--- src/rtl/sar_polar_pkg.sv ---
package sar_polar_pkg;

    typedef enum logic [1:0] {
        MODE_GND_UNI  = 2'd0,
        MODE_DIFF_UNI = 2'd1,
        MODE_DIFF_BIP = 2'd2
    } code_mode_e;

    // Single-ended input forces unipolar coding.
    function automatic code_mode_e pick_mode(input logic se, input logic bip);
        if (se) begin
            return MODE_GND_UNI;
        end else if (bip) begin
            return MODE_DIFF_BIP;
        end
        return MODE_DIFF_UNI;
    endfunction

endpackage

--- src/rtl/sar_seq_ctrl.sv ---
module sar_seq_ctrl #(
    parameter int WIDTH = 8
) (
    input  logic             clk,
    input  logic             rst_n,
    input  logic             start_i,
    input  logic             step_i,
    output logic             busy_o,
    output logic [WIDTH-1:0] ptr_o,
    output logic             adv_o,
    output logic             fin_o
);
    localparam logic [WIDTH-1:0] TOP_ONEHOT = {1'b1, {(WIDTH-1){1'b0}}};

    typedef struct packed {
        logic             busy;
        logic [WIDTH-1:0] ptr;
    } seq_s;

    seq_s seq_d, seq_q;
    logic adv;
    logic fin;

    always_comb begin
        seq_d = seq_q;
        adv   = seq_q.busy && step_i && !start_i;
        fin   = adv && seq_q.ptr[0];
        if (start_i) begin
            seq_d.busy = 1'b1;
            seq_d.ptr  = TOP_ONEHOT;
        end else if (adv) begin
            seq_d.ptr = seq_q.ptr >> 1;
            if (seq_q.ptr[0]) begin
                seq_d.busy = 1'b0;
            end
        end
    end

    always_ff @(posedge clk or negedge rst_n) begin
        if (!rst_n) begin
            seq_q <= '0;
        end else begin
            seq_q <= seq_d;
        end
    end

    assign busy_o = seq_q.busy;
    assign ptr_o  = seq_q.ptr;
    assign adv_o  = adv;
    assign fin_o  = fin;

endmodule

--- src/rtl/sar_bit_reg.sv ---
module sar_bit_reg #(
    parameter int WIDTH = 8
) (
    input  logic             clk,
    input  logic             rst_n,
    input  logic             clear_i,
    input  logic             adv_i,
    input  logic [WIDTH-1:0] ptr_i,
    input  logic             cmp_ge_i,
    output logic [WIDTH-1:0] trial_o,
    output logic [WIDTH-1:0] resolved_o
);
    logic [WIDTH-1:0] acc_d, acc_q;

    // Per-bit decision: only the bit under trial can change on a step.
    for (genvar b = 0; b < WIDTH; b++) begin : g_bit
        assign acc_d[b] = clear_i                 ? 1'b0     :
                          (adv_i && ptr_i[b])     ? cmp_ge_i :
                                                    acc_q[b];
    end

    always_ff @(posedge clk or negedge rst_n) begin
        if (!rst_n) begin
            acc_q <= '0;
        end else begin
            acc_q <= acc_d;
        end
    end

    assign trial_o    = acc_q | ptr_i;
    assign resolved_o = acc_d;

endmodule

--- src/rtl/sar_out_fmt.sv ---
module sar_out_fmt
    import sar_polar_pkg::*;
#(
    parameter int WIDTH = 8
) (
    input  logic             clk,
    input  logic             rst_n,
    input  logic             start_i,
    input  logic             se_i,
    input  logic             bip_i,
    input  logic             fin_i,
    input  logic [WIDTH-1:0] code_i,
    output logic [WIDTH-1:0] result_o,
    output logic             valid_o
);
    localparam logic [WIDTH-1:0] SIGN_FLIP = {1'b1, {(WIDTH-1){1'b0}}};

    typedef struct packed {
        code_mode_e       mode;
        logic [WIDTH-1:0] result;
        logic             valid;
    } fmt_s;

    fmt_s fmt_d, fmt_q;

    always_comb begin
        fmt_d       = fmt_q;
        fmt_d.valid = fin_i;
        if (start_i) begin
            fmt_d.mode = pick_mode(se_i, bip_i);
        end
        if (fin_i) begin
            if (fmt_q.mode == MODE_DIFF_BIP) begin
                fmt_d.result = code_i ^ SIGN_FLIP;
            end else begin
                fmt_d.result = code_i;
            end
        end
    end

    always_ff @(posedge clk or negedge rst_n) begin
        if (!rst_n) begin
            fmt_q <= '{mode: MODE_GND_UNI, result: '0, valid: 1'b0};
        end else begin
            fmt_q <= fmt_d;
        end
    end

    assign result_o = fmt_q.result;
    assign valid_o  = fmt_q.valid;

endmodule

--- src/rtl/sar_polar_core.sv ---
module sar_polar_core #(
    parameter int WIDTH = 8
) (
    input  logic             clk,
    input  logic             rst_n,
    input  logic             start_i,
    input  logic             step_i,
    input  logic             single_ended_i,
    input  logic             bipolar_i,
    input  logic             cmp_ge_i,
    output logic [WIDTH-1:0] trial_code_o,
    output logic             busy_o,
    output logic [WIDTH-1:0] result_o,
    output logic             result_valid_o
);
    logic [WIDTH-1:0] ptr;
    logic             adv;
    logic             fin;
    logic [WIDTH-1:0] resolved;

    sar_seq_ctrl #(.WIDTH(WIDTH)) seq_i (
        .clk     (clk),
        .rst_n   (rst_n),
        .start_i (start_i),
        .step_i  (step_i),
        .busy_o  (busy_o),
        .ptr_o   (ptr),
        .adv_o   (adv),
        .fin_o   (fin)
    );

    sar_bit_reg #(.WIDTH(WIDTH)) bits_i (
        .clk        (clk),
        .rst_n      (rst_n),
        .clear_i    (start_i),
        .adv_i      (adv),
        .ptr_i      (ptr),
        .cmp_ge_i   (cmp_ge_i),
        .trial_o    (trial_code_o),
        .resolved_o (resolved)
    );

    sar_out_fmt #(.WIDTH(WIDTH)) fmt_i (
        .clk      (clk),
        .rst_n    (rst_n),
        .start_i  (start_i),
        .se_i     (single_ended_i),
        .bip_i    (bipolar_i),
        .fin_i    (fin),
        .code_i   (resolved),
        .result_o (result_o),
        .valid_o  (result_valid_o)
    );

endmodule

--- config.mk ---
export PLATFORM = sky130hd
export DESIGN_NAME = sar_polar_core
export DESIGN_NICKNAME = d
export VERILOG_FILES = /design/src/rtl/sar_polar_pkg.sv /design/src/rtl/sar_seq_ctrl.sv /design/src/rtl/sar_bit_reg.sv /design/src/rtl/sar_out_fmt.sv /design/src/rtl/sar_polar_core.sv
export SDC_FILE = /design/constraint.sdc
export NUM_CORES = 1
export LEC_CHECK = 0
export CORE_ASPECT_RATIO = 1.5
export CORE_UTILIZATION = 35
export DETAILED_ROUTE_END_ITERATION = 6
export PLACE_DENSITY = 0.6
export SLEW_MARGIN = 30
export SYNTH_ARGS = -nofsm -noshare
export SYNTH_HDL_FRONTEND = slang
export SYNTH_SLANG_ARGS = --single-unit
--- constraint.sdc ---
create_clock -name clk -period 1.6 [get_ports clk]
set_clock_uncertainty 0.15 [all_clocks]
set_input_delay 0.4 -clock clk [delete_from_list [all_inputs] [get_ports clk]]
set_output_delay 0.4 -clock clk [all_outputs]
set_load 0.1 [all_outputs]
==> results of run 1 <==
## power breakdown
part | internal, mW | switching (mW) | total [mW]
Clock | 0.220 | 0.217 | 0.438
Sequential | 0.719 | 0.00696 | 0.726
Combinational | 0.0863 | 0.115 | 0.201
## sequential cells by signal, indices dropped and copies added (netlist names)
signal / cells
seq_i.ptr_o: 8
fmt_i.fmt_q: 2
bits_i.acc_q: 8
seq_i.busy_o: 1
fmt_i.valid_o: 1
fmt_i.result_o: 8
## synth_stat cells, types with 2 or more instances
cell,n
sky130_fd_sc_hd__inv_1,2
sky130_fd_sc_hd__buf_6,2
sky130_fd_sc_hd__clkbuf_1,2
sky130_fd_sc_hd__a21oi_1,7
sky130_fd_sc_hd__or2_2,8
sky130_fd_sc_hd__dfrtp_1,28
sky130_fd_sc_hd__nor2_1,11
sky130_fd_sc_hd__buf_4,10
sky130_fd_sc_hd__nand2_1,19
sky130_fd_sc_hd__o31ai_1,5
sky130_fd_sc_hd__nand3_1,6
sky130_fd_sc_hd__mux2i_1,6
## per-stage QoR
stage / util / cell area (um^2)
6_report: 0.568 / 1940
5_1_grt: 0.568 / 1940
4_1_cts: 0.560 / 1910
3_5_place_dp: 0.521 / 1780
3_3_place_gp: 0.521 / 1780
2_1_floorplan: - / 1270
## cells in the final DEF (no fill, tap or decap), types with 2 or more instances in the layout
cell,n
sky130_fd_sc_hd__nand3_1,6
sky130_fd_sc_hd__nor2_1,11
sky130_fd_sc_hd__inv_1,2
sky130_fd_sc_hd__o31ai_1,5
sky130_fd_sc_hd__a21oi_1,7
sky130_fd_sc_hd__mux2i_1,6
sky130_fd_sc_hd__buf_12,19
sky130_fd_sc_hd__clkdlybuf4s50_1,5
sky130_fd_sc_hd__buf_4,29
sky130_fd_sc_hd__clkbuf_8,4
sky130_fd_sc_hd__or2_4,8
sky130_fd_sc_hd__nand2_1,19
sky130_fd_sc_hd__dfrtp_1,27
## layout make-up
| type | instances | share of cell area |
|---|---|---|
| sequential | 28 | 0.363 |
| timing repair buffer | 54 | 0.338 |
| multi-input combinational | 75 | 0.238 |
| clock buffer | 4 | 0.0284 |
| tap | 42 | 0.0271 |
| inverter | 3 | 0.00580 |
## layer usage
metal,track usage,up-vias,part of all wire
met5,0,-,0
met2,0.323,12,0.59
li1,-,482,-
met4,0.102,0,0.019
met3,0.0180,4,0.015
met1,0.173,488,0.38
## cell families (layout without fill, tap and decap cells)
group,after synthesis,in the layout
flops,28,28
simple gates,49,49
buf+inv,18,61
compound gates,19,19
mux,7,7
## worst min path at each step
stage,cells after the start,endpoint
final,2,bits_i.acc_q[6]
after floorplan,0,bits_i.acc_q[0]
after detailed placement,2,bits_i.acc_q[0]
after global routing,2,bits_i.acc_q[6]
after CTS,2,fmt_i.fmt_q[9]
after global placement,2,bits_i.acc_q[0]
## worst reg2reg max path: stages (launching register included)
cell and delay [ps]:
sky130_fd_sc_hd__dfrtp_4 520, sky130_fd_sc_hd__buf_4 160, sky130_fd_sc_hd__and3_1 210, sky130_fd_sc_hd__o21a_1 190
sky130_fd_sc_hd__o211ai_1 170
## repair_timing
action	in CTS	in global routing
buffers inserted	8	4
resized for setup	9	0
pin swaps	5	2
endpoints found under the setup margin	10	8
hold endpoints to repair	0	0
==> impl_metrics.xml, run 1 <==
<?xml version="1.0" encoding="UTF-8"?>
<metrics>
  <group name="clocking">
    <metric name="clk_path_buf_depth" unit="">2</metric>
    <metric name="cts.clk_slew.worst_paths" unit="ps">90</metric>
    <metric name="h-tree-depth" unit="">1</metric>
    <metric name="clockRootBuffer" unit="">sky130_fd_sc_hd__clkbuf_8</metric>
    <metric name="clkLatencyLatePin" unit="ps">270</metric>
    <metric name="numCtsBuffers" unit="">3</metric>
    <metric name="clkSinkCount" unit="">28</metric>
    <metric name="cts_tree" unit="">done</metric>
    <metric name="holdBufCountCts" unit="">0</metric>
  </group>
  <group name="synthesis">
    <metric name="synth_cells" unit="">121</metric>
    <metric name="synth.largest_area_cell" unit="">sky130_fd_sc_hd__dfrtp_1</metric>
    <metric name="synth-edff-count" unit="">0</metric>
    <metric name="synth_xor_xnor_area_share" unit="">0</metric>
    <metric name="post_synthesis_sequential_area_ratio" unit="">0.554</metric>
    <metric name="synth_simple_gate_area_share" unit="">0.192</metric>
    <metric name="synth_nets" unit="">128</metric>
    <metric name="synth_compound_gate_area_share" unit="">0.101</metric>
    <metric name="synth_area_per_cell" unit="um^2">10.4</metric>
    <metric name="ys_warn_count" unit="">0</metric>
    <metric name="postSynthRegisterBits" unit="">28</metric>
    <metric name="yosys.area_share.adder" unit="">0</metric>
    <metric name="netlist.area_leader.share" unit="">0.554</metric>
    <metric name="synth.mux.area_fraction" unit="">0.0564</metric>
    <metric name="synth_top_family_by_area" unit="">simple AND/OR/NAND/NOR gates</metric>
    <metric name="synthFlopType" unit="">sky130_fd_sc_hd__dfrtp_1</metric>
    <metric name="postSynth.asyncResetShare" unit="">1.00</metric>
    <metric name="synth_top_cells_by_area" unit="">sky130_fd_sc_hd__dfrtp_1, sky130_fd_sc_hd__buf_4, sky130_fd_sc_hd__nand2_1</metric>
    <metric name="mapped_area" unit="um^2">1260</metric>
    <metric name="synth_cell_types" unit="">27</metric>
  </group>
  <group name="setup_path">
    <metric name="cpPeakStageDelay" unit="ps">410</metric>
    <metric name="number_of_buffers_and_inverters_on_the_critical_path" unit="">1</metric>
    <metric name="path_delay_family" unit="">flip-flops</metric>
    <metric name="type_of_destination_of_the_critical_path" unit="">primary output</metric>
    <metric name="setup_slack_of_the_worst_register_to_register_path" unit="ps">120</metric>
    <metric name="worst-r2r-cell-count" unit="">4</metric>
    <metric name="worstSetupEndpoint" unit="">trial_code_o[1]</metric>
    <metric name="worst-path-max-fanout" unit="">3</metric>
    <metric name="critical_path_type" unit="">reg2out</metric>
    <metric name="cp_num_cells" unit="">2</metric>
    <metric name="crit_arrival" unit="ps">1100</metric>
    <metric name="crit_path_start_kind" unit="">flop</metric>
    <metric name="required" unit="ps">1050</metric>
    <metric name="critical_path.reg2reg.startpoint" unit="">seq_i.busy_o</metric>
    <metric name="worst_r2r_endpoint" unit="">fmt_i.result_o[7]</metric>
    <metric name="slowest_cell_on_the_critical_path" unit="">sky130_fd_sc_hd__dfrtp_1</metric>
    <metric name="timing.critical_path.cells" unit="">or2_4 -&gt; buf_12</metric>
    <metric name="crit_start" unit="">seq_i.ptr_o[1]</metric>
  </group>
  <group name="route">
    <metric name="postRouteAntennaNets" unit="">0</metric>
    <metric name="initialDrtViolationCount" unit="">20</metric>
    <metric name="drc" unit="">0</metric>
    <metric name="vias_per_cell" unit="">4.79</metric>
    <metric name="drt_first_pass_iters" unit="">3</metric>
    <metric name="vias" unit="">986</metric>
    <metric name="route.final.wire_length" unit="mm">2.72</metric>
    <metric name="routed_wire_length_per_instance" unit="um">13.2</metric>
  </group>
  <group name="floorplan">
    <metric name="start_util" unit="">0.370</metric>
    <metric name="die_w" unit="um">51.1</metric>
    <metric name="standard_cell_rows" unit="">26</metric>
    <metric name="design.die.area" unit="um^2">3860</metric>
    <metric name="floorplan.die.height" unit="um">75.6</metric>
    <metric name="coreArea" unit="um^2">3420</metric>
    <metric name="pin_count" unit="">25</metric>
  </group>
  <group name="timing">
    <metric name="setup_tns" unit="ps">-281</metric>
    <metric name="setup_viol" unit="">8</metric>
    <metric name="slew_violations" unit="">0</metric>
    <metric name="fmax" unit="MHz">608</metric>
    <metric name="timing.final.crit_period" unit="ps">1650</metric>
    <metric name="finalHoldViolations" unit="">0</metric>
    <metric name="whs" unit="ps">326</metric>
    <metric name="fin_ws" unit="ps">-45.2</metric>
    <metric name="slew_headroom" unit="">0.809</metric>
    <metric name="worst_pin_slew" unit="ps">278</metric>
    <metric name="rsz0062_at_grt" unit="">yes</metric>
    <metric name="timing.final.crit_share" unit="">1.03</metric>
  </group>
  <group name="outcome">
    <metric name="violations" unit="">negative setup slack</metric>
    <metric name="outcome" unit="">finished, violations left</metric>
  </group>
  <group name="global_routing">
    <metric name="grt_antenna_before_repair" unit="">0</metric>
    <metric name="global_route.usage.total" unit="">0.168</metric>
    <metric name="grt.overflow.total" unit="">0</metric>
    <metric name="grt_start_max_net_pins" unit="">29</metric>
    <metric name="first_global_vias" unit="">1054</metric>
    <metric name="global_route_wire_length_before_repair" unit="mm">4.70</metric>
  </group>
  <group name="pwr">
    <metric name="post-layout-total-power" unit="mW">1.36</metric>
    <metric name="leakage_power_of_the_design" unit="nW">0.946</metric>
    <metric name="ir_worst_vdd" unit="mV">0.657</metric>
    <metric name="powerDensity" unit="nW/um^2">703</metric>
  </group>
  <group name="layout">
    <metric name="multi_input_area" unit="um^2">462</metric>
    <metric name="layout.nets" unit="">172</metric>
    <metric name="num_antenna_cells" unit="">0</metric>
    <metric name="layout-drive-gt1-share" unit="">0.396</metric>
    <metric name="layout.filler_cells" unit="">310</metric>
    <metric name="final-instance-count-excl-fill" unit="">206</metric>
    <metric name="ff_latch_area" unit="um^2">704</metric>
    <metric name="area_delta_synth_final" unit="%">53.7</metric>
  </group>
  <group name="place">
    <metric name="pre_cts_ws" unit="ps">-300</metric>
    <metric name="port-buffer-count" unit="">24</metric>
    <metric name="placed_cells" unit="">190</metric>
    <metric name="place.gp.congestion" unit="">0.820</metric>
    <metric name="dp.final_hpwl" unit="mm">1.93</metric>
  </group>
  <group name="worst_hold_path">
    <metric name="hold_path.class" unit="">in2async</metric>
  </group>
  <group name="run">
    <metric name="timing.max_cap.violations" unit="">0</metric>
  </group>
</metrics>
Note: power is estimated with default switching activity, not from simulation.
==> inputs of run 2 (changes only) <==
Settings changed: ABC_CLOCK_PERIOD_IN_PS from default to 1600.
==> results of run 2 <==
The final DEF is identical to that of run 1; final timing and power are the same.
==> inputs of run 3 (changes only) <==
Settings changed: CAP_MARGIN from default to 20, CELL_PAD_IN_SITES_DETAIL_PLACEMENT from default to 1, CELL_PAD_IN_SITES_GLOBAL_PLACEMENT from default to 1, PLACE_DENSITY 0.6 to 0.73, SKIP_CTS_REPAIR_TIMING from default to 1.
==> impl_metrics.xml, run 3 (synthesized netlist as in run 1, its figures left out) <==
<?xml version="1.0" encoding="UTF-8"?>
<metrics>
  <group name="setup_path">
    <metric name="crit_path_start_kind" unit="">flop</metric>
    <metric name="slowest_cell_on_the_critical_path" unit="">sky130_fd_sc_hd__dfrtp_1</metric>
    <metric name="crit_arrival" unit="ps">1120</metric>
    <metric name="cpPeakStageDelay" unit="ps">430</metric>
    <metric name="type_of_destination_of_the_critical_path" unit="">primary output</metric>
    <metric name="timing.critical_path.cells" unit="">or2_4 -&gt; buf_12</metric>
    <metric name="number_of_buffers_and_inverters_on_the_critical_path" unit="">1</metric>
    <metric name="critical_path_type" unit="">reg2out</metric>
    <metric name="critical_path.reg2reg.startpoint" unit="">seq_i.busy_o</metric>
    <metric name="crit_start" unit="">seq_i.ptr_o[7]</metric>
    <metric name="path_delay_family" unit="">flip-flops</metric>
    <metric name="worst-path-max-fanout" unit="">3</metric>
    <metric name="required" unit="ps">1050</metric>
  </group>
  <group name="route">
    <metric name="routed_wire_length_per_instance" unit="um">17.0</metric>
    <metric name="drt_first_pass_iters" unit="">4</metric>
    <metric name="initialDrtViolationCount" unit="">16</metric>
    <metric name="drc" unit="">0</metric>
    <metric name="postRouteAntennaNets" unit="">0</metric>
    <metric name="route.final.wire_length" unit="mm">3.60</metric>
    <metric name="vias" unit="">1075</metric>
    <metric name="vias_per_cell" unit="">5.07</metric>
  </group>
  <group name="clocking">
    <metric name="cts_tree" unit="">done</metric>
    <metric name="h-tree-depth" unit="">1</metric>
    <metric name="clk_path_buf_depth" unit="">2</metric>
    <metric name="cts.clk_slew.worst_paths" unit="ps">90</metric>
    <metric name="numCtsBuffers" unit="">3</metric>
    <metric name="clkSinkCount" unit="">28</metric>
    <metric name="clockRootBuffer" unit="">sky130_fd_sc_hd__clkbuf_8</metric>
    <metric name="clkLatencyLatePin" unit="ps">270</metric>
  </group>
  <group name="floorplan">
    <metric name="die_w" unit="um">51.1</metric>
    <metric name="start_util" unit="">0.370</metric>
    <metric name="coreArea" unit="um^2">3420</metric>
    <metric name="floorplan.die.height" unit="um">75.6</metric>
    <metric name="standard_cell_rows" unit="">26</metric>
    <metric name="pin_count" unit="">25</metric>
    <metric name="design.die.area" unit="um^2">3860</metric>
  </group>
  <group name="timing">
    <metric name="finalHoldViolations" unit="">0</metric>
    <metric name="worst_pin_slew" unit="ps">331</metric>
    <metric name="timing.final.crit_share" unit="">1.05</metric>
    <metric name="whs" unit="ps">325</metric>
    <metric name="fin_ws" unit="ps">-72.1</metric>
    <metric name="fmax" unit="MHz">598</metric>
    <metric name="slew_violations" unit="">0</metric>
    <metric name="setup_viol" unit="">8</metric>
    <metric name="setup_tns" unit="ps">-362</metric>
    <metric name="timing.final.crit_period" unit="ps">1670</metric>
    <metric name="slew_headroom" unit="">0.779</metric>
    <metric name="rsz0062_at_grt" unit="">yes</metric>
  </group>
  <group name="place">
    <metric name="dp.final_hpwl" unit="mm">2.33</metric>
    <metric name="port-buffer-count" unit="">24</metric>
    <metric name="pre_cts_ws" unit="ps">-393</metric>
    <metric name="place_area" unit="um^2">1790</metric>
    <metric name="place.gp.congestion" unit="">0.802</metric>
  </group>
  <group name="layout">
    <metric name="area_delta_synth_final" unit="%">58.9</metric>
    <metric name="final_util" unit="">0.588</metric>
    <metric name="layout.filler_cells" unit="">373</metric>
    <metric name="mostFrequentLayoutCells" unit="">sky130_fd_sc_hd__buf_4, sky130_fd_sc_hd__dfrtp_1, sky130_fd_sc_hd__buf_12</metric>
    <metric name="num_antenna_cells" unit="">0</metric>
    <metric name="final_area" unit="um^2">2010</metric>
    <metric name="layout-drive-gt1-share" unit="">0.424</metric>
    <metric name="layout.nets" unit="">178</metric>
    <metric name="mostFrequentLayoutCell" unit="">sky130_fd_sc_hd__buf_4</metric>
  </group>
  <group name="pwr">
    <metric name="ir_worst_vdd" unit="mV">0.627</metric>
    <metric name="powerDensity" unit="nW/um^2">686</metric>
    <metric name="leakage_power_of_the_design" unit="nW">0.999</metric>
  </group>
  <group name="global_routing">
    <metric name="met3_usage" unit="">0.0200</metric>
    <metric name="grt_start_max_net_pins" unit="">29</metric>
    <metric name="grt.met1_usage" unit="">0.195</metric>
    <metric name="first_global_vias" unit="">1091</metric>
    <metric name="gr-usage-met2" unit="">0.357</metric>
    <metric name="grt-busiest-layer" unit="">met2</metric>
    <metric name="grt.overflow.total" unit="">0</metric>
    <metric name="grt_antenna_before_repair" unit="">0</metric>
    <metric name="global_route_wire_length_before_repair" unit="mm">5.16</metric>
    <metric name="global_route.usage.total" unit="">0.188</metric>
  </group>
  <group name="outcome">
    <metric name="outcome" unit="">finished, violations left</metric>
    <metric name="violations" unit="">negative setup slack</metric>
  </group>
  <group name="worst_hold_path">
    <metric name="hold_path.class" unit="">in2async</metric>
  </group>
  <group name="run">
    <metric name="timing.max_cap.violations" unit="">0</metric>
  </group>
</metrics>
==> run 3: cell types whose count changed in the layout (fill, tap and decap cells not counted), sizes merged <==
cell,delta
clkdlybuf4s50,-1
dlygate4sd2,-1
dlymetal6s2s,+2
clkbuf,+1
buf,+5
==> run 3: area by class of cell <==
cell class | count | area [um^2] | area share
timing repair buffer | 60 | 718 | 0.358
tap | 42 | 52.6 | 0.0262
inverter | 3 | 11.3 | 0.00561
clock buffer | 4 | 55.1 | 0.0274
sequential | 28 | 704 | 0.351
multi-input combinational | 75 | 467 | 0.232
==> run 3: path summary, 6_finish.rpt <==
kind / to / slack [ps] / cells after the start
min: seq_i.ptr_o[6] / 330 / 2
max reg2reg: fmt_i.result_o[6] / 60 / 5
min reg2reg: bits_i.acc_q[0] / 400 / 2
max in group asynchronous: seq_i.busy_o / 800 / 2
min in group clk: bits_i.acc_q[0] / 400 / 2
max: trial_code_o[7] / -70 / 2
==> run 3: metrics by stage <==
step | total power, mW | std cells
detailed placement | 0.939 | 190
global placement | 0.932 | 190
global route | 1.43 | 212
CTS | 1.39 | 194
floorplan | 0.842 | 121
finish | 1.38 | 212
==> run 3: layer usage <==
layer	vias up	wire length [um]	part of all wire
met5	-	0	0
met4	0	166	0.046
met3	11	58	0.016
met2	21	2070	0.57
met1	549	1310	0.36
li1	494	-	-
==> run 3: where the power goes <==
| part | internal (mW) | leakage, nW | switching (mW) | total, mW |
|---|---|---|---|---|
| Combinational | 0.0888 | 0.591 | 0.123 | 0.212 |
| Clock | 0.220 | 0.0288 | 0.216 | 0.436 |
| Sequential | 0.719 | 0.379 | 0.00920 | 0.729 |
